**src/rtl/rtc_div_pkg.sv**
```systemverilog
// Shared types for the RTC prescaler.
// Assumes: nothing beyond standard SystemVerilog.
package rtc_div_pkg;

    // Phases of the one-shot subtraction correction.
    typedef enum logic [1:0] {
        CS_IDLE   = 2'd0,  // no correction pending
        CS_SYNC   = 2'd1,  // waiting out the fixed step delay
        CS_ARMED  = 2'd2,  // watching for the counter to leave M
        CS_REPEAT = 2'd3   // second pass over 1..M
    } corr_state_e;

endpackage

```
**src/rtl/rtc_lo_counter.sv**
```systemverilog
// Lower prescaler counter.
// Steps once per count-source cycle, wraps from all-ones to zero and flags the
// wrap. A restart request sends it to 1 instead of incrementing.
// Assumes: restart never coincides with the all-ones value.
module rtc_lo_counter #(
    parameter int LO_W = 11
) (
    input  logic            clk,
    input  logic            rst_n,
    input  logic            step,
    input  logic            restart,
    output logic [LO_W-1:0] lo_val,
    output logic            wrap,
    output logic            tick
);

    localparam logic [LO_W-1:0] LO_MAX = {LO_W{1'b1}};
    localparam logic [LO_W-1:0] LO_ONE = LO_W'(1);

    logic [LO_W-1:0] cnt_q;
    logic            tick_q;

    // Rollover strobe for the upper counter, valid on the stepping edge.
    always_comb wrap = step && (cnt_q == LO_MAX);

    // Counter advance, with the restart path used by the correction.
    always_ff @(posedge clk) begin
        if (!rst_n) begin
            cnt_q  <= '0;
            tick_q <= 1'b0;
        end else begin
            tick_q <= wrap;
            if (step) begin
                cnt_q <= restart ? LO_ONE : cnt_q + LO_ONE;
            end
        end
    end

    assign lo_val = cnt_q;
    assign tick   = tick_q;

endmodule

```
**src/rtl/rtc_hi_counter.sv**
```systemverilog
// Upper counter of sixteenths of a second.
// Advances on each lower-counter wrap and emits a one-cycle pulse on its own
// rollover.
// Assumes: wrap is a single-cycle strobe.
module rtc_hi_counter #(
    parameter int HI_W = 4
) (
    input  logic            clk,
    input  logic            rst_n,
    input  logic            wrap,
    output logic [HI_W-1:0] hi_val,
    output logic            sec_tick
);

    localparam logic [HI_W-1:0] HI_MAX = {HI_W{1'b1}};

    logic [HI_W-1:0] cnt_q;
    logic            sec_q;

    // Count sixteenths and register the whole-second rollover pulse.
    always_ff @(posedge clk) begin
        if (!rst_n) begin
            cnt_q <= '0;
            sec_q <= 1'b0;
        end else begin
            sec_q <= wrap && (cnt_q == HI_MAX);
            if (wrap) begin
                cnt_q <= cnt_q + HI_W'(1);
            end
        end
    end

    assign hi_val   = cnt_q;
    assign sec_tick = sec_q;

endmodule

```
**src/rtl/rtc_sub_ctrl.sv**
```systemverilog
// Subtraction-correction sequencer.
// Accepts a request, counts a fixed number of source steps, and then makes
// the lower counter re-count 1..M once by restarting it at the step that
// leaves M.
// Assumes: LO_W > AMT_W, so M is always below the lower counter's rollover.
module rtc_sub_ctrl
    import rtc_div_pkg::*;
#(
    parameter int LO_W       = 11,
    parameter int AMT_W      = 6,
    parameter int SYNC_STEPS = 3
) (
    input  logic             clk,
    input  logic             rst_n,
    input  logic             step,
    input  logic             sub_req,
    input  logic             auto_en,
    input  logic [AMT_W-1:0] corr_amt,
    input  logic [LO_W-1:0]  lo_val,
    output logic             restart,
    output logic             busy
);

    localparam int SYNC_W = $clog2(SYNC_STEPS + 1);
    localparam logic [SYNC_W-1:0] SYNC_LAST = SYNC_W'(SYNC_STEPS - 1);

    corr_state_e      state_q;
    logic [AMT_W-1:0] amt_q;
    logic [SYNC_W-1:0] sync_q;
    logic             hit;
    logic             amt_zero;

    // Compare the lower counter with the latched amount.
    always_comb begin
        hit      = (lo_val == {{(LO_W-AMT_W){1'b0}}, amt_q});
        amt_zero = (amt_q == '0);
        restart  = step && (state_q == CS_ARMED) && hit && !amt_zero;
        busy     = (state_q != CS_IDLE);
    end

    // Correction sequencing: accept, delay, restart once, finish.
    always_ff @(posedge clk) begin
        if (!rst_n) begin
            state_q <= CS_IDLE;
            amt_q   <= '0;
            sync_q  <= '0;
        end else begin
            unique case (state_q)
                CS_IDLE: begin
                    if (sub_req && !auto_en) begin
                        amt_q   <= corr_amt;
                        sync_q  <= '0;
                        state_q <= CS_SYNC;
                    end
                end
                CS_SYNC: begin
                    if (step) begin
                        sync_q <= sync_q + SYNC_W'(1);
                        if (sync_q == SYNC_LAST) begin
                            state_q <= CS_ARMED;
                        end
                    end
                end
                CS_ARMED: begin
                    if (amt_zero) begin
                        state_q <= CS_IDLE;
                    end else if (step && hit) begin
                        state_q <= CS_REPEAT;
                    end
                end
                CS_REPEAT: begin
                    if (step && hit) begin
                        state_q <= CS_IDLE;
                    end
                end
                default: state_q <= CS_IDLE;
            endcase
        end
    end

endmodule

```
**src/rtl/rtc_tick_divider.sv**
```systemverilog
// RTC prescaler top.
// Divides the count source into 1/16-second and one-second ticks and applies
// one-shot subtraction corrections on request.
// Assumes: src_en marks one count-source cycle per clock; inputs are
// synchronous to clk.
module rtc_tick_divider #(
    parameter int LO_W       = 11,
    parameter int HI_W       = 4,
    parameter int AMT_W      = 6,
    parameter int SYNC_STEPS = 3
) (
    input  logic             clk,
    input  logic             rst_n,
    input  logic             src_en,
    input  logic [AMT_W-1:0] corr_amt,
    input  logic             sub_req,
    input  logic             auto_en,
    output logic [LO_W-1:0]  lo_cnt,
    output logic [HI_W-1:0]  hi_cnt,
    output logic             tick_16th,
    output logic             tick_sec,
    output logic             corr_busy
);

    logic lo_wrap;
    logic lo_restart;

    rtc_lo_counter #(.LO_W(LO_W)) u_lo (
        .clk     (clk),
        .rst_n   (rst_n),
        .step    (src_en),
        .restart (lo_restart),
        .lo_val  (lo_cnt),
        .wrap    (lo_wrap),
        .tick    (tick_16th)
    );

    rtc_hi_counter #(.HI_W(HI_W)) u_hi (
        .clk      (clk),
        .rst_n    (rst_n),
        .wrap     (lo_wrap),
        .hi_val   (hi_cnt),
        .sec_tick (tick_sec)
    );

    rtc_sub_ctrl #(
        .LO_W       (LO_W),
        .AMT_W      (AMT_W),
        .SYNC_STEPS (SYNC_STEPS)
    ) u_ctrl (
        .clk      (clk),
        .rst_n    (rst_n),
        .step     (src_en),
        .sub_req  (sub_req),
        .auto_en  (auto_en),
        .corr_amt (corr_amt),
        .lo_val   (lo_cnt),
        .restart  (lo_restart),
        .busy     (corr_busy)
    );

endmodule

```
**config.mk**
```make
export PLATFORM = sky130hd
export DESIGN_NAME = rtc_tick_divider
export DESIGN_NICKNAME = d
export VERILOG_FILES = /design/src/rtl/rtc_div_pkg.sv /design/src/rtl/rtc_lo_counter.sv /design/src/rtl/rtc_hi_counter.sv /design/src/rtl/rtc_sub_ctrl.sv /design/src/rtl/rtc_tick_divider.sv
export SDC_FILE = /design/constraint.sdc
export NUM_CORES = 1
export LEC_CHECK = 0
export ABC_AREA = 0
export BUFFER_PORTS_ARGS = -buffer_cell sky130_fd_sc_hd__buf_2
export CAP_MARGIN = 20
export CELL_PAD_IN_SITES_DETAIL_PLACEMENT = 1
export CELL_PAD_IN_SITES_GLOBAL_PLACEMENT = 2
export CORE_MARGIN = 3
export CORE_UTILIZATION = 29
export DETAILED_ROUTE_END_ITERATION = 16
export GPL_TIMING_DRIVEN = 0
export PLACE_DENSITY_LB_ADDON = 0.05
export SLEW_MARGIN = 20
export SYNTH_ARGS = -nofsm -noshare
export SYNTH_HDL_FRONTEND = slang
export SYNTH_SLANG_ARGS = --single-unit
```
**constraint.sdc**
```tcl
create_clock -name clk -period 1.5 [get_ports clk]
set_input_delay 0.15 -clock clk [delete_from_list [all_inputs] [get_ports clk]]
set_output_delay 0.15 -clock clk [all_outputs]
set_load 0.03 [all_outputs]
```
==> results of run 1 <==
==> per-layer routing <==
metal / share of wire [%] / GRT usage, %
met3: 3.5 / 2.03
met1: 46 / 16.4
met2: 49 / 22.3
met5: 0 / 0
met4: 1.1 / 4.23
==> worst paths after layout <==
kind,start,end,slack [ns],cells past startpoint
hold / removal,corr_amt[0],u_ctrl.amt_q[0],0.11,3
setup reg to reg,u_lo.lo_val[0],u_hi.hi_val[3],0.03,5
setup / recovery,u_lo.lo_val[0],u_hi.hi_val[3],0.03,5
hold reg to reg,u_hi.hi_val[1],u_hi.hi_val[1],0.50,2
==> cells in the final DEF (no fill, tap or decap), types with 2 or more instances in the layout <==
master     n
xnor2_2    2
nor2_1    22
nand2_1    6
o21ai_0    7
buf_6      4
nand4_1    4
a21oi_1    2
or3_1      2
buf_4      5
inv_1      4
nand3_1    5
and4_1     3
xnor2_1    7
a22oi_1    2
dfxtp_1   16
mux2i_1    9
dfxtp_4    4
xor2_1     6
nor2b_1    2
clkbuf_8   3
a31oi_1    2
dfxtp_2    7
ha_1       2
buf_2     28
clkbuf_1   2
==> sequential cells by signal (all words and copies together) (netlist names) <==
register and count:
u_lo.lo_val 11, u_ctrl.amt_q 6, u_hi.hi_val 4, u_ctrl.state_q 2, u_ctrl.sync_q 2, u_hi.sec_tick 1, u_lo.tick 1
==> cells by family (layout without fill, tap and decap cells) <==
logic type	after synthesis	after routing	share of synthesized area, %
buf+inv	9	47	3.83
simple gates	58	58	25.6
mux	10	10	7.57
fa+ha+maj	3	3	2.80
compound gates	19	19	10.0
flops	27	27	40.4
xor+xnor	15	15	9.81
==> stage by stage <==
stage | hold WS (ns) | worst slack, ns
2_1_floorplan | 0.297 | -0.0163
3_3_place_gp | 0.384 | -0.106
3_5_place_dp | 0.394 | -0.135
4_1_cts | 0.106 | -0.00670
5_1_grt | 0.123 | -0.0572
6_report | 0.106 | 0.0330
==> worst min-delay path, delay by kind of cell <==
kind                   cells  cell delay (ns)
buffers and inverters      1             0.07
muxes                      1             0.05
and+or+nand+nor            1             0.07
==> report_power, final <==
group / internal [mW] / switching, mW / leakage (nW)
sequential: 0.734 / 0.0227 / 0.225
clock: 0.190 / 0.233 / 0.0228
combinational: 0.108 / 0.124 / 0.474
==> what timing repair did <==
item / 4_1_cts / 5_1_grt
gates resized for setup: 5 / 12
pin swaps: 5 / 7
endpoints found under the hold margin: 0 / 0
hold buffers: 0 / 0
setup buffers: 5 / 2
setup endpoints to repair: 13 / 19
==> layout make-up <==
class	count	area, um^2	area share, %
multi-input combinational	105	807	46.3
sequential	27	564	32.4
timing repair buffer	34	208	11.9
tap	52	65.1	3.73
clock buffer	4	45.0	2.58
buffer	5	38.8	2.23
inverter	4	15.0	0.861
==> qor.csv, run 1 <==
stage,metric,value,unit
logic_synthesis,ys_warn_count,0,
detailed_routing,wl_per_cell,14.5,um
placement,placedCellCount,220,
logic_synthesis,ys_ff_latch,27,
clocking,clk_latency,0.27,ns
clocking,cts_made_buffers,3,
floorplanning,dieWidth,73.9,um
detailed_routing,via_per_inst,4.95,
logic_synthesis,synthArstFlopShare,0,%
placement,port-buffer-count,27,
timing,drv_slew,0,
power_and_ir_drop,p_per_area,811,nW/um^2
logic_synthesis,syn_avg_cell_area,9.49,um^2
job,maxCapViolCount,0,
floorplanning,ios,29,
timing,tns,0,ns
clocking,cts_root_buf,clkbuf_8,
critical_path,worst-path-max-fanout,7,
floorplanning,dieArea,5470,um^2
final_layout,n_fill_cell,538,
timing,finalCritPeriodShare,97.8,%
critical_path,slowest_delay,0.40,ns
min_path,worstHoldPathType,primary input to flip-flop,
logic_synthesis,synth_cell_types,39,
logic_synthesis,syn_area,1340,um^2
detailed_routing,drc,0,
logic_synthesis,synth_top_area_share,40.4,%
clocking,clock_sinks,27,
placement,placed_area,1560,um^2
final_layout,fin_nets,194,
final_layout,post-route-util,39.5,%
critical_path,critPathArrivalTime,1.67,ns
logic_synthesis,synthFlopType,dfxtp_1,
floorplanning,die_height,73.9,um
logic_synthesis,synth_top_cell_by_area,dfxtp_1,
timing,worst_slew_pin_slew,0.623,ns
run_status,status,finished clean,
clocking,clk_path_buf_depth,2,
critical_path,crit_required,1.70,ns
detailed_routing,vias,1143,
floorplanning,core-area,4410,um^2
clocking,clkTransAtPathRegs,0.09,ns
logic_synthesis,synth_edf_count,0,
clocking,tritoncts,built,
grt,grt_max_degree,15,
critical_path,end_kind,flip-flop,
floorplanning,start_util,30.3,%
logic_synthesis,yosysSeqAreaShare,40.4,%
power_and_ir_drop,ir_worst_vdd,0.000343,V
timing,setup_viol,0,
timing,min_period,1.47,ns
final_layout,syn_to_final_growth,30.2,%
detailed_routing,drtIter0Drc,22,
floorplanning,row_count,24,
critical_path,critical_path_buf_inv_count,0,
critical_path,crit_family,simple AND/OR/NAND/NOR gates,
logic_synthesis,synth_common_cells,"27 x dfxtp_1, 22 x nor2_1, 9 x mux2i_1, 9 x xnor2_1, 7 x o21ai_0",
logic_synthesis,synthesis.nets,155,
power_and_ir_drop,power,1.41,mW
final_layout,finalNonFillerCells,231,
placement,place_congestion,0.707,
critical_path,worstSetupStartpointType,flip-flop,
critical_path,crit_chain,ha_4 -> and4_4 -> nand4_4 -> or3_4 -> a21oi_2,
final_layout,antenna_cells,0,
final_layout,final_layout_size_suffix_gt1_share,38.5,%
power_and_ir_drop,p_leak,0.722,nW
detailed_routing,drt_first_pass_iters,4,
final_layout,fin_area,1740,um^2
logic_synthesis,synth.area.top_cells,"dfxtp_1 40%, mux2i_1 6.7%, nor2_1 6.2%, xnor2_1 5.9%, xor2_1 3.9%",
grt,antenna_found_initial,0,
timing,skew,0.00316,ns
critical_path,crit_path_top_delay_cell,or3_4,
timing,max_clock_freq,0.682,GHz
grt,grt_pass1_wl,5360,um
timing,relSlewSlack,58.4,%
grt,groute.usage.overall,12.9,%
logic_synthesis,syn_inst,141,
grt,first_global_vias,1093,
critical_path,path_class,flip-flop to flip-flop,
detailed_routing,drtAntennaViolNets,0,
timing,rsz0062_at_grt,yes,
grt,grt_overflow,0,
timing,hold_viol,0,
detailed_routing,routed_wl,3340,um
clocking,htree_levels,1,
logic_synthesis,synth.most_common_cell,dfxtp_1,
placement,hpwl,2480,um
Power figures use the tool's default switching activity.
==> inputs of run 2 (changes only) <==
--- a/config.mk
+++ b/config.mk
@@ -11,10 +11,12 @@
 export CELL_PAD_IN_SITES_DETAIL_PLACEMENT = 1
 export CELL_PAD_IN_SITES_GLOBAL_PLACEMENT = 2
 export CORE_MARGIN = 3
-export CORE_UTILIZATION = 29
+export CORE_UTILIZATION = 34
 export DETAILED_ROUTE_END_ITERATION = 16
+export GPL_ROUTABILITY_DRIVEN = 1
 export GPL_TIMING_DRIVEN = 0
 export PLACE_DENSITY_LB_ADDON = 0.05
+export SETUP_SLACK_MARGIN = 0.2
 export SLEW_MARGIN = 20
 export SYNTH_ARGS = -nofsm -noshare
 export SYNTH_HDL_FRONTEND = slang
==> constraint.sdc (replaced) <==
create_clock -name clk -period 1.81 [get_ports clk]
set_input_delay 0.181 -clock clk [delete_from_list [all_inputs] [get_ports clk]]
set_output_delay 0.181 -clock clk [all_outputs]
set_load 0.03 [all_outputs]
==> qor.csv, run 2 (synthesis gave the netlist of run 1 again) <==
stage,metric,value,unit
final_layout,layout_commonest_cell,buf_2,
critical_path,crit_start,u_lo.lo_val[0],
floorplanning,dieArea,4730,um^2
critical_path,slowest_delay,0.39,ns
critical_path,r2r_cells,5,
detailed_routing,drc,0,
critical_path,worstSetupStartpointType,flip-flop,
clocking,clkTransAtPathRegs,0.09,ns
timing,worst_slew_pin_slew,0.526,ns
timing,relSlewSlack,64.9,%
timing,min_period,1.54,ns
timing,drv_slew,0,
detailed_routing,drtAntennaViolNets,0,
timing,rsz0062_at_grt,yes,
floorplanning,ios,29,
timing,setup_viol,0,
final_layout,syn_to_final_growth,23.6,%
timing,final.setup.worst_slack,0.267,ns
timing,max_clock_freq,0.648,GHz
critical_path,worst-path-max-fanout,7,
critical_path,critical_path_buf_inv_count,0,
critical_path,crit_required,2.02,ns
placement,place_congestion,0.733,
timing,holdWs,0.139,ns
grt,first_global_vias,1118,
floorplanning,start_util,36.0,%
detailed_routing,routed_wl,3200,um
grt,gr-max-usage-layer,met2,
final_layout,final_layout_size_suffix_gt1_share,32.0,%
critical_path,cp_num_cells,5,
grt,grt_max_degree,15,
grt,groute.usage.overall,14.6,%
grt,grt_pass1_wl,5180,um
clocking,clk_latency,0.27,ns
placement,dp_slack,0.0643,ns
clocking,cts_root_buf,clkbuf_8,
final_layout,largest_reg_flops,11,
critical_path,critPathArrivalTime,1.75,ns
final_layout,final_cell_mix,"29 x buf_2, 22 x nor2_1, 20 x dfxtp_1",
power_and_ir_drop,p_per_area,695,nW/um^2
grt,met2_usage,26.1,%
clocking,tritoncts,built,
final_layout,fin_area,1650,um^2
floorplanning,core-area,3720,um^2
critical_path,crit_path_top_delay_cell,dfxtp_4,
floorplanning,row_count,22,
critical_path,crit_family,simple AND/OR/NAND/NOR gates,
power_and_ir_drop,power,1.15,mW
placement,placed_area,1540,um^2
placement,port-buffer-count,27,
placement,hpwl,2380,um
floorplanning,die_height,68.8,um
timing,hold_viol,0,
detailed_routing,drtIter0Drc,43,
power_and_ir_drop,p_leak,0.693,nW
critical_path,timing.rr.end,u_hi.hi_val[3],
detailed_routing,vias,1137,
critical_path,r2r_slack,0.27,ns
critical_path,crit_path_end,u_hi.hi_val[3],
timing,skew,0.00208,ns
min_path,hold_start,corr_amt[4],
critical_path,end_kind,flip-flop,
final_layout,fin_nets,190,
detailed_routing,drt_first_pass_iters,4,
timing,finalCritPeriodShare,85.3,%
grt,grtUsageMet1,17.8,%
grt,antenna_found_initial,0,
clocking,clock_sinks,27,
clocking,cts.hold.buffers_added,0,
detailed_routing,via_per_inst,5.10,
floorplanning,dieWidth,68.8,um
job,maxCapViolCount,0,
power_and_ir_drop,ir_worst_vdd,0.000327,V
detailed_routing,wl_per_cell,14.3,um
critical_path,crit_chain,ha_1 -> and4_4 -> nand4_4 -> or3_1 -> a21oi_1,
clocking,clk_path_buf_depth,2,
min_path,worstHoldPathType,primary input to flip-flop,
final_layout,antenna_cells,0,
timing,tns,0,ns
clocking,htree_levels,1,
clocking,cts_made_buffers,3,
critical_path,path_class,flip-flop to flip-flop,
grt,grt_use_met3,2.43,%
grt,grt_overflow,0,
critical_path,r2r-start,u_lo.lo_val[0],
run_status,status,finished clean,
final_layout,n_fill_cell,452,
-- run 2: changes by cell type in the layout (fill, tap and decap cells not counted), moves of 2 or more --
cell     previous run  this run
buf_4               5         2
xnor2_1             7         9
buf_6               4         2
dfxtp_1            16        20
xnor2_2             2         0
dfxtp_2             7         4
-- run 2: cell type report --
cell class | count | area (um^2) | share of cell area, %
Tap cell | 48 | 60.1 | 3.63
Sequential cell | 27 | 557 | 33.7
Buffer | 5 | 36.3 | 2.19
Clock buffer | 4 | 45.0 | 2.72
Inverter | 4 | 15.0 | 0.908
Multi-Input combinational cell | 105 | 771 | 46.6
Timing Repair Buffer | 30 | 170 | 10.3
-- run 2: worst min path at each step --
| stage | slack (ns) | depth (start not counted) | endpoint |
|---|---|---|---|
| finish | 0.14 | 3 | u_ctrl.amt_q[4] |
| global route | 0.15 | 3 | u_ctrl.amt_q[1] |
| CTS | 0.13 | 3 | u_ctrl.amt_q[4] |
| detailed placement | 0.43 | 3 | u_ctrl.amt_q[4] |
| global placement | 0.41 | 3 | u_ctrl.amt_q[3] |
| floorplan | 0.33 | 2 | u_ctrl.amt_q[0] |
-- run 2: stage by stage --
| stage | cells | util (%) |
|---|---|---|
| finish | 223 | 44.5 |
| global route | 223 | 44.5 |
| floorplan | 141 | - |
| detailed placement | 216 | 41.4 |
| CTS | 221 | 43.5 |
| global placement | 216 | 41.4 |
-- run 2: worst register-to-register path, stage by stage, from the launching register on --
cell and delay (ns):
dfxtp_4 0.39, ha_1 0.20, and4_4 0.27, nand4_4 0.12, or3_1 0.37, a21oi_1 0.13
-- run 2: what timing repair did --
item,4_1_cts,5_1_grt
resized for setup,2,7
endpoints found under the setup margin,13,13
buffers inserted,1,2
pin swaps,2,5
-- run 2: where the power goes --
part	switching, mW	internal, mW
Sequential	0.0194	0.609
Clock	0.190	0.158
Combinational	0.0963	0.0781
Total	0.305	0.845
-- run 2: routing by layer --
layer | wire length, um | vias up | share of wire [%]
li1 | - | 566 | -
met5 | 0 | - | 0
met3 | 110 | 4 | 3.4
met2 | 1550 | 23 | 48
met4 | 36 | 0 | 1.1
met1 | 1500 | 544 | 47
